**src/rtl/fxp_pkg.sv**
```systemverilog
package fxp_pkg;

    typedef enum logic [1:0] {
        RND_NEAR_UP   = 2'd0,
        RND_NEAR_EVEN = 2'd1,
        RND_DOWN      = 2'd2,
        RND_ODD       = 2'd3
    } rnd_e;

endpackage

```
**src/rtl/fxp_wide_alu.sv**
```systemverilog
module fxp_wide_alu #(
    parameter int SEW = 8
) (
    input  logic [SEW-1:0] opa,
    input  logic [SEW-1:0] opb,
    input  logic           op_sub,
    input  logic           is_signed,
    output logic [SEW:0]   wide
);
    localparam int WIDE = SEW + 1;

    logic [WIDE-1:0] ext_a;
    logic [WIDE-1:0] ext_b;

    always_comb begin
        ext_a = {is_signed & opa[SEW-1], opa};
        ext_b = {is_signed & opb[SEW-1], opb};
        if (op_sub) begin
            wide = ext_a - ext_b;
        end else begin
            wide = ext_a + ext_b;
        end
    end

endmodule

```
**src/rtl/fxp_sat_clamp.sv**
```systemverilog
module fxp_sat_clamp #(
    parameter int SEW = 8
) (
    input  logic [SEW:0]   wide,
    input  logic           op_sub,
    input  logic           is_signed,
    output logic [SEW-1:0] clamped,
    output logic           clipped
);
    localparam logic [SEW-1:0] S_MAX = {1'b0, {(SEW-1){1'b1}}};
    localparam logic [SEW-1:0] S_MIN = {1'b1, {(SEW-1){1'b0}}};
    localparam logic [SEW-1:0] U_MAX = {SEW{1'b1}};
    localparam logic [SEW-1:0] U_MIN = {SEW{1'b0}};

    always_comb begin
        clamped = wide[SEW-1:0];
        clipped = 1'b0;
        if (is_signed) begin
            // out of range when the extra bit disagrees with the SEW-bit sign
            if (wide[SEW] != wide[SEW-1]) begin
                clipped = 1'b1;
                clamped = wide[SEW] ? S_MIN : S_MAX;
            end
        end else if (wide[SEW]) begin
            // carry out on add, borrow on subtract
            clipped = 1'b1;
            clamped = op_sub ? U_MIN : U_MAX;
        end
    end

endmodule

```
**src/rtl/fxp_half_round.sv**
```systemverilog
module fxp_half_round
    import fxp_pkg::*;
#(
    parameter int SEW = 8
) (
    input  logic [SEW:0]   wide,
    input  rnd_e           mode,
    output logic [SEW-1:0] halved
);
    localparam int WIDE = SEW + 1;

    logic cut_bit;
    logic keep_lsb;
    logic inc;

    always_comb begin
        cut_bit  = wide[0];
        keep_lsb = wide[1];
        unique case (mode)
            RND_NEAR_UP:   inc = cut_bit;
            RND_NEAR_EVEN: inc = cut_bit & keep_lsb;
            RND_DOWN:      inc = 1'b0;
            RND_ODD:       inc = cut_bit & ~keep_lsb;
            default:       inc = 1'b0;
        endcase
        // bits above the cut; arithmetic vs logical shift only differ in a dropped bit
        halved = wide[WIDE-1:1] + {{(SEW-1){1'b0}}, inc};
    end

endmodule

```
**src/rtl/fxp_addavg.sv**
```systemverilog
module fxp_addavg
    import fxp_pkg::*;
#(
    parameter int SEW = 8
) (
    input  logic           clk,
    input  logic           rst_n,
    input  logic           in_valid,
    output logic           in_ready,
    input  logic           op_sub,
    input  logic           is_signed,
    input  logic           avg_mode,
    input  logic [1:0]     rnd_mode,
    input  logic [SEW-1:0] opa,
    input  logic [SEW-1:0] opb,
    output logic           out_valid,
    input  logic           out_ready,
    output logic [SEW-1:0] res,
    output logic           sat,
    input  logic           sticky_clr,
    output logic           sat_sticky
);
    localparam int WIDE = SEW + 1;

    typedef struct packed {
        logic           vld;
        logic [SEW-1:0] res;
        logic           sat;
        logic           sticky;
    } stage_t;

    stage_t stage_d;
    stage_t stage_q;

    logic [WIDE-1:0] wide;
    logic [SEW-1:0]  clamped;
    logic            clipped;
    logic [SEW-1:0]  halved;
    logic [SEW-1:0]  lane_res;
    logic            lane_sat;
    logic            accept;

    fxp_wide_alu #(.SEW(SEW)) u_alu (
        .opa       (opa),
        .opb       (opb),
        .op_sub    (op_sub),
        .is_signed (is_signed),
        .wide      (wide)
    );

    fxp_sat_clamp #(.SEW(SEW)) u_clamp (
        .wide      (wide),
        .op_sub    (op_sub),
        .is_signed (is_signed),
        .clamped   (clamped),
        .clipped   (clipped)
    );

    fxp_half_round #(.SEW(SEW)) u_round (
        .wide   (wide),
        .mode   (rnd_e'(rnd_mode)),
        .halved (halved)
    );

    always_comb begin
        lane_res = avg_mode ? halved : clamped;
        lane_sat = ~avg_mode & clipped;
        in_ready = ~stage_q.vld | out_ready;
        accept   = in_valid & in_ready;

        stage_d = stage_q;
        if (out_ready) begin
            stage_d.vld = 1'b0;
        end
        if (accept) begin
            stage_d.vld = 1'b1;
            stage_d.res = lane_res;
            stage_d.sat = lane_sat;
        end
        if (sticky_clr) begin
            stage_d.sticky = 1'b0;
        end
        if (accept && lane_sat) begin
            stage_d.sticky = 1'b1;
        end
    end

    always_ff @(posedge clk) begin
        if (!rst_n) begin
            stage_q <= '0;
        end else begin
            stage_q <= stage_d;
        end
    end

    assign out_valid  = stage_q.vld;
    assign res        = stage_q.res;
    assign sat        = stage_q.sat;
    assign sat_sticky = stage_q.sticky;

endmodule

```
**config.mk**
```make
export PLATFORM = sky130hd
export DESIGN_NAME = fxp_addavg
export DESIGN_NICKNAME = d
export VERILOG_FILES = /design/src/rtl/fxp_pkg.sv /design/src/rtl/fxp_wide_alu.sv /design/src/rtl/fxp_sat_clamp.sv /design/src/rtl/fxp_half_round.sv /design/src/rtl/fxp_addavg.sv
export SDC_FILE = /design/constraint.sdc
export NUM_CORES = 1
export LEC_CHECK = 0
export BUFFER_PORTS_ARGS = -buffer_cell sky130_fd_sc_hd__buf_2
export CORE_MARGIN = 1
export CORE_UTILIZATION = 42
export CTS_CLUSTER_DIAMETER = 200
export DETAILED_ROUTE_END_ITERATION = 7
export PLACE_DENSITY = 0.62
export SKIP_LAST_GASP = 1
export SLEW_MARGIN = 20
export SYNTH_ARGS = -nofsm -noshare
export SYNTH_HDL_FRONTEND = slang
export SYNTH_HIERARCHICAL = 1
export SYNTH_SLANG_ARGS = --single-unit
```
**constraint.sdc**
```tcl
create_clock -name clk -period 5 [get_ports clk]
set_input_delay 1 -clock clk [delete_from_list [all_inputs] [get_ports clk]]
set_output_delay 1 -clock clk [all_outputs]
set_load 0.01 [all_outputs]
```
==> qor.yml <==
sta:
  hold_slack_ps: 447
  finalSetupTns_ps: 0
  fin_skew_ps: 0.860
  min_period_ps: 4130
  tightest_slew_ps: 511
  slew_headroom_pct: 65.7
  slew_violations: 0
  hold_viol: 0
  max_clock_freq_ghz: 0.242
  setup_viol: 0
  finalCritPeriodShare_pct: 82.7
  rsz0062_at_grt: "false"
logic_synthesis:
  synth.cell_area_um2: 1420
  ys_seq_area_share_pct: 15.6
  syn_avg_cell_area_um2: 7.99
  synth_cells: 177
  synth.area.top_cells: "dfxtp_1 16%, ha_1 11%, xnor2_1 8.0%"
  synthDistinctLibCells: 41
  synthMuxAreaShare_pct: 7.16
  synthTopCellsByCount: "17 x nor2_1, 14 x a21oi_1, 13 x ha_1, 13 x xnor2_1, 11 x dfxtp_1"
  synth_top_area_share_pct: 15.6
  yosys.area.top_type: "dfxtp_1"
  synth_warnings: 6
  synthXorXnorAreaFrac_pct: 11.1
  syn_nets: 217
  synth_edf_count: 0
  synthAdderAreaFrac_pct: 12.9
  synth_top_family_by_area: "simple AND/OR/NAND/NOR gates"
  synth.most_common_cell: "nor2_1"
  synth-compound-area-share_pct: 22.3
  synth_flop_cell: "dfxtp_1"
  synth_simple_gate_area_share_pct: 24.1
  synth-async-reset-ratio_pct: 0
  ys_ff_latch: 11
drt:
  dr.pass1.iters: 4
  ant_nets: 0
  drt-wirelength-per-cell_um: 11.6
  dr.first_iter.drc_count: 32
  drc: 0
  vias_per_cell: 5.23
  routed_wl_um: 2950
  vias: 1329
min_path:
  hold_depth: 2
  min_path_type: "flip-flop to flip-flop"
cts:
  cts_hold_buf: 0
  cts_buffer_depth: 2
  cts_buffers: 3
  clock-root-buffer: "clkbuf_4"
  htreeDepth: 1
  cts.clk_slew.worst_paths_ps: 70
  clk_latency_ps: 270
  cts.sink_count: 11
  cts_resized: 0
  cts_tree: "done"
  cts_setup_buffers: 0
setup_path:
  critPathKind: "primary input to flip-flop"
  path_cells: "buf_2 -> inv_1 -> ha_1 -> mux2_2 -> inv_1 -> ha_1 -> nor2b_1 -> o31a_1 -> o21ai_1 -> a21boi_1 -> xor2_1 -> inv_1 -> ha_1 -> nor2b_1 -> nor2_1 -> o21ai_1 -> mux2i_1 -> nand3_1 -> o211a_1"
  crit_fanout: 7
  cp_slowest_cell: "nor2b_1"
  critPathCaptureType: "flip-flop"
  cp_slowest_stage_delay_ps: 400
  reg2reg_depth: 3
  start_kind: "primary input"
  cp.required_ps: 5220
  arrival_ps: 4350
finish:
  regArea_um2: 220
  num-nets-final: 251
  drive_above_1_share_pct: 25.2
  multi_input_area_um2: 1100
  area_delta_synth_final_pct: 15.2
  diodes: 0
  fillers: 320
power:
  ir_drop_uv: 83.5
  p_seq_share_pct: 23.1
  powerDensity_nw_per_um2: 276
  total_leakage_power_nw: 0.822
  pwr-share-comb_pct: 63.3
  internal-power_w: 0.000257
  switching_power_w: 0.000194
  swShare_pct: 43.0
  pwr-share-clk_pct: 13.6
placed_design:
  io_buffer_count: 37
  gp_congestion: 0.826
  place_hpwl_um: 2450
global_route:
  antenna_found_initial: 0
  grt_start_max_net_pins: 15
  grt_pass1_wl_um: 5110
  grt_pass1_vias: 1233
  grt_usage_pct: 18.3
  grt_overflow: 0
floorplan:
  die_y_um: 60.0
  start_util_pct: 45.2
  pin_count: 38
  rows: 20
  die_x_um: 60.0
  die_area_um2: 3610
  fp.coreArea_um2: 3130
flow_run:
  drv_cap: 0
outcome:
  status: "completed"
## power groups by stage
stage	Combinational, W	Sequential, W	Clock (W)
floorplan	0.000225	0.000111	0
global placement	0.000278	0.000106	0
detailed placement	0.000285	0.000107	0
CTS	0.000286	0.000104	0.0000645
global route	0.000325	0.000105	0.0000687
finish	0.000285	0.000104	0.0000615
## critical path: cells and delay by family
family / cells / cell delay [ps]
AO/OA/AOI/OAI: 5 / 820
XOR/XNOR: 1 / 340
buffers and inverters: 4 / 300
adder cells (fa/ha/maj): 3 / 790
AND/OR/NAND/NOR: 4 / 710
multiplexers: 2 / 380
## registers in the layout, summed over array words and instances, names as in the netlist
name        cells
res             8
out_valid       1
sat_sticky      1
sat             1
## final timing paths
path                          start                   to  slack [ps]
min reg2reg        sat$_SDFFE_PN0P_     sat$_SDFFE_PN0P_         450
min                sat$_SDFFE_PN0P_     sat$_SDFFE_PN0P_         450
max                          opb[0]  res[6]$_SDFFE_PN0P_         870
max reg2reg  out_valid$_SDFFE_PN0P_  res[2]$_SDFFE_PN0P_        3990
## through the flow
step	worst slack (ps)	power, W	area (µm²)	instances	utilization [%]
CTS	874	0.000455	1630	254	52.1
global placement	685	0.000383	1600	250	51.3
detailed placement	604	0.000391	1600	250	51.3
global route	536	0.000499	1630	254	52.1
finish	867	0.000450	1630	254	52.1
floorplan	945	0.000337	1420	177	-
## cell families after synthesis
logic type | Yosys count
XOR/XNOR | 18
multiplexers | 10
adder cells (fa/ha/maj) | 14
buffers and inverters | 19
flip-flops | 11
AO/OA/AOI/OAI | 47
AND/OR/NAND/NOR | 58
## cell usage in the layout (no fill, tap or decap), drive strengths merged, types with 4 or more instances in the layout
cell type   n
buf        38
nor2       17
o21ai      15
a21oi      14
xnor2      13
ha         13
dfxtp      11
inv        10
nand3      10
mux2i       9
o211a       8
nand2       6
nor2b       6
xor2        5
nand2b      5
clkbuf      4
nor3        4
## area by class of cell
class	count	area share (%)
clock buffers	4	1.61
multi-input cells	147	67.4
repair buffers	38	11.8
flip-flops and latches	11	13.5
well taps	44	3.38
inverters	10	2.30
## per-layer routing
layer  vias up  track usage [%]  part of all wire [%]
li1        684                -                     -
met1       612             24.3                    47
met2        33             31.3                    49
met3         0             3.25                   3.6
met4         0             2.99                     0
met5         -                0                     0
Note: power is estimated with default switching activity, not from simulation.
